$ cat config.mk
export PLATFORM = sky130hd
export DESIGN_NAME = swctl_latch_reg
export DESIGN_NICKNAME = d
export VERILOG_FILES = /design/src/rtl/swctl_pkg.sv /design/src/rtl/swctl_sync.sv /design/src/rtl/swctl_decode.sv /design/src/rtl/swctl_latch_reg.sv
export SDC_FILE = /design/constraint.sdc
export NUM_CORES = 1
export LEC_CHECK = 0
export ABC_AREA = 1
export CAP_MARGIN = 20
export CORE_MARGIN = 4
export CORE_UTILIZATION = 50
export CTS_BUF_LIST = sky130_fd_sc_hd__clkbuf_4 sky130_fd_sc_hd__clkbuf_8
export DETAILED_ROUTE_END_ITERATION = 10
export MAX_ROUTING_LAYER = met4
export PLACE_DENSITY = 0.74
export SYNTH_ARGS = -nofsm -noshare
export SYNTH_HDL_FRONTEND = slang
export SYNTH_SLANG_ARGS = --single-unit
$ cat constraint.sdc
create_clock -name clk -period 1 [get_ports clk]
set_input_delay 0.1 -clock clk [delete_from_list [all_inputs] [get_ports clk]]
set_output_delay 0.1 -clock clk [all_outputs]
set_load 0.01 [all_outputs]
$ cat src/rtl/swctl_pkg.sv
package swctl_pkg;
    localparam int CTL_W = 6;

    typedef enum logic [1:0] {
        ST_SER_SHIFT = 2'b00,
        ST_SER_XFER  = 2'b01,
        ST_PAR_STAGE = 2'b10,
        ST_PAR_FLOW  = 2'b11
    } swctl_state_e;
endpackage

$ cat src/rtl/swctl_sync.sv
module swctl_sync #(
    parameter int W      = 4,
    parameter int STAGES = 2
) (
    input  logic         clk,
    input  logic         rst_n,
    input  logic [W-1:0] din,
    output logic [W-1:0] dout
);
    logic [W-1:0] chain [STAGES];

    genvar g;
    generate
        for (g = 0; g < STAGES; g++) begin : g_stage
            if (g == 0) begin : g_first
                always_ff @(posedge clk or negedge rst_n) begin
                    if (!rst_n) chain[g] <= '0;
                    else        chain[g] <= din;
                end
            end else begin : g_next
                always_ff @(posedge clk or negedge rst_n) begin
                    if (!rst_n) chain[g] <= '0;
                    else        chain[g] <= chain[g-1];
                end
            end
        end
    endgenerate

    assign dout = chain[STAGES-1];
endmodule

$ cat src/rtl/swctl_decode.sv
module swctl_decode
    import swctl_pkg::*;
#(
    parameter int W = CTL_W
) (
    input  logic         clk,
    input  logic         rst_n,
    input  logic         s_mode,
    input  logic         s_le,
    input  logic         s_sclk,
    input  logic         s_sdat,
    input  logic [W-1:0] s_par,
    output swctl_state_e state_q,
    output logic         shift_pulse_q,
    output logic         sdat_q,
    output logic [W-1:0] par_q
);
    swctl_state_e state_d;
    logic         sclk_d;
    logic         sclk_rise;

    always_comb begin
        unique case ({s_mode, s_le})
            2'b10:   state_d = ST_SER_SHIFT;
            2'b11:   state_d = ST_SER_XFER;
            2'b00:   state_d = ST_PAR_STAGE;
            default: state_d = ST_PAR_FLOW;
        endcase
    end

    assign sclk_rise = s_sclk & ~sclk_d;

    always_ff @(posedge clk or negedge rst_n) begin
        if (!rst_n) state_q <= ST_PAR_STAGE;
        else        state_q <= state_d;
    end

    always_ff @(posedge clk or negedge rst_n) begin
        if (!rst_n) begin
            sclk_d        <= 1'b0;
            shift_pulse_q <= 1'b0;
            sdat_q        <= 1'b0;
            par_q         <= '0;
        end else begin
            sclk_d        <= s_sclk;
            shift_pulse_q <= sclk_rise;
            sdat_q        <= s_sdat;
            par_q         <= s_par;
        end
    end

    AST_PULSE_SINGLE: assert property (@(posedge clk) disable iff (!rst_n)
        shift_pulse_q |=> !shift_pulse_q);
endmodule

$ cat src/rtl/swctl_latch_reg.sv
module swctl_latch_reg
    import swctl_pkg::*;
#(
    parameter int W         = CTL_W,
    parameter int SYNC_DEPTH = 2
) (
    input  logic         clk,
    input  logic         rst_n,
    input  logic         mode_sel,
    input  logic         latch_en,
    input  logic         ser_clk,
    input  logic         ser_data,
    input  logic [W-1:0] par_in,
    output logic [W-1:0] ctl_out
);
    localparam int BUS_W = W + 4;

    logic [BUS_W-1:0] raw_bus;
    logic [BUS_W-1:0] syn_bus;
    swctl_state_e     state_q;
    logic             shift_pulse_q;
    logic             sdat_q;
    logic [W-1:0]     par_q;
    logic [W-1:0]     stage_q;

    assign raw_bus = {mode_sel, latch_en, ser_clk, ser_data, par_in};

    swctl_sync #(.W(BUS_W), .STAGES(SYNC_DEPTH)) u_sync (
        .clk  (clk),
        .rst_n(rst_n),
        .din  (raw_bus),
        .dout (syn_bus)
    );

    swctl_decode #(.W(W)) u_decode (
        .clk          (clk),
        .rst_n        (rst_n),
        .s_mode       (syn_bus[W+3]),
        .s_le         (syn_bus[W+2]),
        .s_sclk       (syn_bus[W+1]),
        .s_sdat       (syn_bus[W]),
        .s_par        (syn_bus[W-1:0]),
        .state_q      (state_q),
        .shift_pulse_q(shift_pulse_q),
        .sdat_q       (sdat_q),
        .par_q        (par_q)
    );

    always_ff @(posedge clk or negedge rst_n) begin
        if (!rst_n) begin
            stage_q <= '0;
        end else begin
            unique case (state_q)
                ST_SER_SHIFT: if (shift_pulse_q) stage_q <= {stage_q[W-2:0], sdat_q};
                ST_SER_XFER:  stage_q <= stage_q;
                ST_PAR_STAGE,
                ST_PAR_FLOW:  stage_q <= par_q;
            endcase
        end
    end

    always_ff @(posedge clk or negedge rst_n) begin
        if (!rst_n) begin
            ctl_out <= '0;
        end else begin
            unique case (state_q)
                ST_SER_XFER,
                ST_PAR_FLOW:  ctl_out <= stage_q;
                ST_SER_SHIFT,
                ST_PAR_STAGE: ctl_out <= ctl_out;
            endcase
        end
    end

    AST_RESET_CLEAR: assert property (@(posedge clk)
        $rose(rst_n) |-> (ctl_out == '0 && stage_q == '0));
    AST_SHIFT_IN: assert property (@(posedge clk) disable iff (!rst_n)
        (state_q == ST_SER_SHIFT && shift_pulse_q)
            |=> stage_q == {$past(stage_q[W-2:0]), $past(sdat_q)});
    AST_STAGE_FROZEN: assert property (@(posedge clk) disable iff (!rst_n)
        (state_q == ST_SER_XFER) |=> $stable(stage_q));
    AST_OUT_HOLD: assert property (@(posedge clk) disable iff (!rst_n)
        (state_q == ST_SER_SHIFT || state_q == ST_PAR_STAGE) |=> $stable(ctl_out));
    AST_OUT_LOAD: assert property (@(posedge clk) disable iff (!rst_n)
        (state_q == ST_SER_XFER || state_q == ST_PAR_FLOW) |=> ctl_out == $past(stage_q));
    AST_PAR_FOLLOW: assert property (@(posedge clk) disable iff (!rst_n)
        (state_q == ST_PAR_STAGE || state_q == ST_PAR_FLOW) |=> stage_q == $past(par_q));
endmodule

==> run_results.csv, run 1 <==
group,metric,value,unit
pwr,pwr-share-clk,0.326,
outcome,status,"complete, no violations",
flow_run,cap_violations,0,
pwr,p_per_area,1970,nW/um^2
global_routing,overflow,0,
setup_path,worstPathArrival,1260,ps
global_routing,antenna_found_initial,0,
finish,fillers,199,
place,gp_congestion,0.734,
min_path,hold_class,"in2reg",
finish,layoutNonFillerInstCount,168,
setup_path,cp_slowest_stage_delay,590,ps
die,core,2520,um^2
setup_path,critical_path.top_delay_family,"flip-flops",
setup_path,crit_fanout,6,
sta,finalMaxSlewViolations,0,
synthesis,synth.largest_area_cell,"dfrtp_1",
die,start_util,0.531,
route,drtAntennaViolNets,0,
pwr,switching_share,0.209,
clocking,tritoncts,"built",
finish,insertedDiodeCount,0,
sta,tightest_slew,212,ps
sta,finalCritPeriodShare,0.980,
place,dpl_cell_area,1560,um^2
setup_path,cp_common_cell,"nand2_1",
setup_path,endpoint_kind,"flip-flop",
sta,clock-skew-final,3.41,ps
synthesis,synth_cell_types,11,
pwr,peakVddDrop,1460,uV
clocking,cts_buffers,5,
synthesis,ys_warn_count,0,
route,routedWlPerCell,9.88,um
pwr,power.switching,691,uW
route,dr.pass1.iters,4,
setup_path,required,1280,ps
sta,slew_headroom,0.858,
finish,area_growth_syn_to_layout,25.4,%
route,wl,1660,um
global_routing,grt_start_max_net_pins,44,
sta,grt_setup_unrepaired,"yes",
clocking,cts_max_level,2,
setup_path,worst_path_max_delay_cell,"dfstp_2",
pwr,p_leak,0.869,nW
place,dpl.hpwl,1090,um
die,ios,18,
sta,finalCriticalPeriod,980,ps
setup_path,startpoint,"u_decode.state_q[1]",
synthesis,ys_ff_latch,43,
synthesis,syn_avg_cell_area,12.6,um^2
route,viasPerCell,4.57,
global_routing,grt_pass1_vias,764,
finish,fin_area,1680,um^2
clocking,clk_pin_slew,110,ps
setup_path,worst-setup-path-type,"reg2reg",
place,io_buffers,17,
route,vias,768,
synthesis,yosysSeqAreaShare,0.805,
pwr,internal-power,2.61,mW
setup_path,rr_startpoint,"u_decode.state_q[1]",
route,drc_errors,0,
setup_path,start_kind,"flip-flop",
synthesis,synthesis.area,1340,um^2
setup_path,worstPathBufferInverterCount,1,
synthesis,synth_nets,118,
global_routing,grt_pass1_wl,3090,um
place,placed_cells,154,
finish,layout.nets,149,
die,die_area,3570,um^2
synthesis,synth_top_area_share,0.785,
sta,max_freq,1020,MHz
sta,setup_viol,0,
finish,layout-drive-gt1-share,0.217,
sta,hold_viol,0,
route,drt_iter0_markers,27,
die,die_w,59.7,um
synthesis,syn_inst,106,
synthesis,synthTopCellsByArea,"dfrtp_1 (79%), nand2_1 (13%), nand3_1 (2.2%)",
clocking,cts_root_buffer,"clkbuf_4",
pwr,pwr-share-comb,0.090,
setup_path,crit_path_cell_trace,"buf_6 > nand2_2 > nand2_1 > nand2_1 > nand2_1",
clocking,clk_path_buf_depth,2,
pwr,p_seq_frac,0.584,
clocking,insertion_delay,330,ps
die,die_h,59.7,um
die,rows,18,
min_path,hold_start,"ser_data",
global_routing,grt_use_total,0.125,
clocking,cts_sinks,43,
[state kept, by name (all words and copies together) (netlist names)]
signal,cells
u_decode.sclk_d,1
u_decode.state_q,2
u_decode.shift_pulse_q,1
u_decode.par_q,6
ctl_out,6
stage_q,6
u_sync.dout,10
u_sync.chain,10
u_decode.sdat_q,1
[metal layers]
metal	up-vias	part of all wire	global-route usage	routed length, um
li1	381	-	-	-
met1	358	0.38	0.127	631
met2	21	0.49	0.204	818
met3	8	0.093	0.0454	155
met4	0	0.033	0.0759	55
met5	-	0	-	0
[cell usage in the layout (no fill, tap or decap)]
cell	instances
bufinv_16	1
clkbuf_4	5
dfrtp_1	42
nand2_4	1
buf_6	1
clkinv_2	1
buf_2	7
nand2_1	46
inv_2	1
dfstp_2	1
clkdlybuf4s50_1	10
buf_4	6
inv_6	1
inv_1	2
nor2_1	1
buf_12	1
nand3_1	6
clkbuf_8	1
nand2_2	3
dlygate4sd3_1	1
[per-stage QoR]
step           TNS, ps  hold slack [ps]   util  total power, mW  setup slack [ps]
5_1_grt           -351              155  0.666             3.51             -54.0
3_3_place_gp         0             84.5  0.619             2.23              51.9
3_5_place_dp         0             87.4  0.619             2.25              30.7
6_report             0              189  0.666             3.30              19.8
2_1_floorplan     -145             -196      -             2.07             -36.1
4_1_cts          -4.88              172  0.648             3.32             -4.88
[logic make-up (layout without fill, tap and decap cells)]
kind of cell | after synthesis | in the layout | share of synthesized area
flops | 43 | 43 | 0.805
buf+inv | 6 | 38 | 0.0224
simple gates | 57 | 57 | 0.173
[cell type report]
class	instances	area, um^2	area share
clock inverters	2	35.0	0.0209
clock buffers	6	51.3	0.0306
flip-flops and latches	43	1080	0.642
well taps	30	37.5	0.0224
repair buffers	26	221	0.132
inverters	4	20.0	0.0119
multi-input cells	57	236	0.141
[path summary, 6_finish.rpt]
path,end,slack (ps),cells past startpoint
max,stage_q[3],20,5
min,u_sync.chain[16],190,1
max reg2reg,stage_q[3],20,5
min reg2reg,u_decode.par_q[4],360,0
max in group asynchronous,u_decode.state_q[1],480,3
min in group asynchronous,ctl_out[4],260,3
[power by group through the flow]
stage / combinational (mW) / sequential, mW / clock (mW)
final: 0.299 / 1.93 / 1.08
after global routing: 0.343 / 1.94 / 1.22
after CTS: 0.271 / 1.93 / 1.12
after detailed placement: 0.291 / 1.96 / 0
after global placement: 0.283 / 1.95 / 0
after floorplan: 0.102 / 1.97 / 0
[what timing repair did]
action / 4_1_cts / 5_1_grt
hold buffers: 1 / 0
buffers inserted: 1 / 4
resized for setup: 24 / 5
pin swaps: 0 / 4
hold endpoints to repair: 43 / 0
endpoints found under the setup margin: 6 / 12
gates cloned: 0 / 0
[cells in the mapped netlist (all sizes together)]
| cell | count |
|---|---|
| dfstp | 1 |
| nand2 | 50 |
| nor2 | 1 |
| nand3 | 6 |
| dfrtp | 42 |
| inv | 4 |
| clkbuf | 1 |
| buf | 1 |
Note: power is estimated with default switching activity, not from simulation.
==> inputs of run 2 (changes only) <==
--- a/config.mk
+++ b/config.mk
@@ -7,7 +7,7 @@
 export LEC_CHECK = 0
 export ABC_AREA = 1
 export CAP_MARGIN = 20
-export CORE_MARGIN = 4
+export CORE_MARGIN = 8
 export CORE_UTILIZATION = 50
 export CTS_BUF_LIST = sky130_fd_sc_hd__clkbuf_4 sky130_fd_sc_hd__clkbuf_8
 export DETAILED_ROUTE_END_ITERATION = 10
==> run 2 against run 1 <==
Compared with the run above:
- non-clock buffer count decreased by 1
- setup slack improved by 6.7 ps
- final cell count decreased by 0.60%
- sequential power about the same
- worst hold slack got worse by 10 ps
- count of clock-buffer cells in the layout unchanged
- routed wire length increased by 4.5%
- utilization increased by 1.5 points
- first-iteration DRC count decreased by 67%
- clock power increased by 21%
==> run_results.csv, run 2 (synthesized netlist as in run 1, its figures left out) <==
group,metric,value,unit
global_routing,grt_pass1_vias,751,
clocking,cts_sinks,43,
route,dr.pass1.iters,4,
setup_path,worst-setup-path-type,"reg2out",
sta,finalMaxSlewViolations,0,
sta,clock-skew-final,3.07,ps
route,routedWlPerCell,10.4,um
finish,insertedDiodeCount,0,
setup_path,worst_path_max_delay_cell,"dfrtp_1",
sta,hold_viol,0,
route,vias,778,
finish,layout.nets,148,
setup_path,cp_slowest_stage_delay,400,ps
place,placed_cells,157,
place,dpl.hpwl,1280,um
min_path,hold_class,"in2reg",
setup_path,crit_fanout,2,
route,wl,1730,um
setup_path,worstPathArrival,870,ps
die,die_w,67.7,um
clocking,clk_path_buf_depth,2,
global_routing,grt_start_max_net_pins,19,
sta,setup_viol,0,
global_routing,antenna_found_initial,0,
pwr,p_per_area,2080,nW/um^2
place,gp_congestion,0.812,
clocking,tritoncts,"built",
global_routing,grt_pass1_wl,3090,um
setup_path,critical_path.top_delay_family,"flip-flops",
clocking,clk_pin_slew,110,ps
pwr,peakVddDrop,1630,uV
sta,finalCritPeriodShare,0.974,
die,die_area,4590,um^2
finish,final_common_cell,"nand2_1",
clocking,cts_buffers,5,
clocking,insertion_delay,340,ps
sta,slew_headroom,0.725,
finish,mostFrequentLayoutCells,"nand2_1 (48), dfrtp_1 (42), clkdlybuf4s50_1 (10)",
global_routing,overflow,0,
clocking,cts_root_buffer,"clkbuf_4",
route,drc_errors,0,
sta,worst_slack,26.5,ps
sta,finalCriticalPeriod,974,ps
place,dp_slack,35.7,ps
sta,grt_setup_unrepaired,"yes",
clocking,cts_max_level,2,
finish,area_growth_syn_to_layout,27.1,%
setup_path,start_kind,"flip-flop",
outcome,status,"complete, no violations",
route,viasPerCell,4.66,
flow_run,cap_violations,0,
route,drtAntennaViolNets,0,
finish,layout-drive-gt1-share,0.197,
die,start_util,0.536,
setup_path,required,900,ps
setup_path,endpoint_kind,"output port",
die,ios,18,
pwr,p_leak,0.875,nW
finish,layoutNonFillerInstCount,167,
sta,tightest_slew,413,ps
sta,max_freq,1030,MHz
die,die_h,67.7,um
global_routing,grt_use_total,0.0971,
die,core,2500,um^2
setup_path,worstPathBufferInverterCount,1,
finish,fillers,183,
die,rows,18,
place,io_buffers,17,
route,drt_iter0_markers,9,
setup_path,crit_path_cell_trace,"buf_6",
## run 2: changes by cell type in the layout (fill, tap and decap cells not counted)
cell | previous run | this run
buf_2 | 7 | 4
bufinv_16 | 1 | 2
buf_6 | 1 | 4
nand2_2 | 3 | 1
buf_4 | 6 | 5
inv_4 | 0 | 1
inv_6 | 1 | 0
nand2_1 | 46 | 48
clkbuf_8 | 1 | 0
clkinv_2 | 1 | 0
clkbuf_4 | 5 | 6
## run 2: per-layer routing
metal | share of wire | track usage | vias to the layer above
met3 | 0.099 | 0.0513 | 8
met2 | 0.47 | 0.140 | 24
li1 | - | - | 381
met4 | 0.033 | 0.0783 | 0
met1 | 0.40 | 0.0960 | 365
met5 | 0 | - | -
## run 2: through the flow
step	cell area, um^2	hold slack (ps)	TNS (ps)	total power, mW	util
after floorplan	1340	-196	-145	2.07	-
after global placement	1580	49.3	0	2.25	0.634
after detailed placement	1580	52.7	0	2.26	0.634
after CTS	1670	163	0	3.55	0.668
after global routing	1700	160	-180	3.69	0.681
final	1700	179	0	3.53	0.681
## run 2: area by class of cell
| class | instances | area, um^2 | area share |
|---|---|---|---|
| repair buffers | 25 | 233 | 0.137 |
| inverters | 4 | 17.5 | 0.0103 |
| flip-flops and latches | 43 | 1080 | 0.633 |
| well taps | 30 | 37.5 | 0.0221 |
| clock buffers | 6 | 45.0 | 0.0265 |
| clock inverters | 2 | 60.1 | 0.0353 |
| multi-input cells | 57 | 231 | 0.136 |
## run 2: power breakdown
group	internal (mW)	total [mW]	switching [mW]
clock network	0.807	1.31	0.505
registers	1.87	1.93	0.0600
logic	0.153	0.294	0.141
## run 2: final timing paths
check                               startpoint                 to  slack, ps  depth (start not counted)
max reg2reg                u_decode.state_q[1]         stage_q[2]         30                          5
min                                   latch_en   u_sync.chain[18]        180                          1
min reg2reg                     u_sync.dout[2]  u_decode.par_q[2]        360                          0
max in group asynchronous                rst_n   u_sync.chain[12]        370                          3
min in group asynchronous                rst_n         ctl_out[5]        200                          2
max                                 ctl_out[0]         ctl_out[0]         30                          1
## run 2: what timing repair did
| action | CTS | global route |
|---|---|---|
| hold buffers | 1 | 0 |
| gates resized for setup | 24 | 5 |
| endpoints found under the hold margin | 43 | 0 |
| pin swaps | 0 | 1 |
| setup endpoints to repair | 6 | 12 |
| setup buffers | 0 | 1 |
==> inputs of run 3 (changes only) <==
--- a/config.mk
+++ b/config.mk
@@ -10,6 +10,7 @@
 export CORE_MARGIN = 8
 export CORE_UTILIZATION = 50
 export CTS_BUF_LIST = sky130_fd_sc_hd__clkbuf_4 sky130_fd_sc_hd__clkbuf_8
+export CTS_CLUSTER_DIAMETER = 80
 export DETAILED_ROUTE_END_ITERATION = 10
 export MAX_ROUTING_LAYER = met4
 export PLACE_DENSITY = 0.74
==> results of run 3 <==
The final DEF is identical to that of run 2; final timing and power are the same.
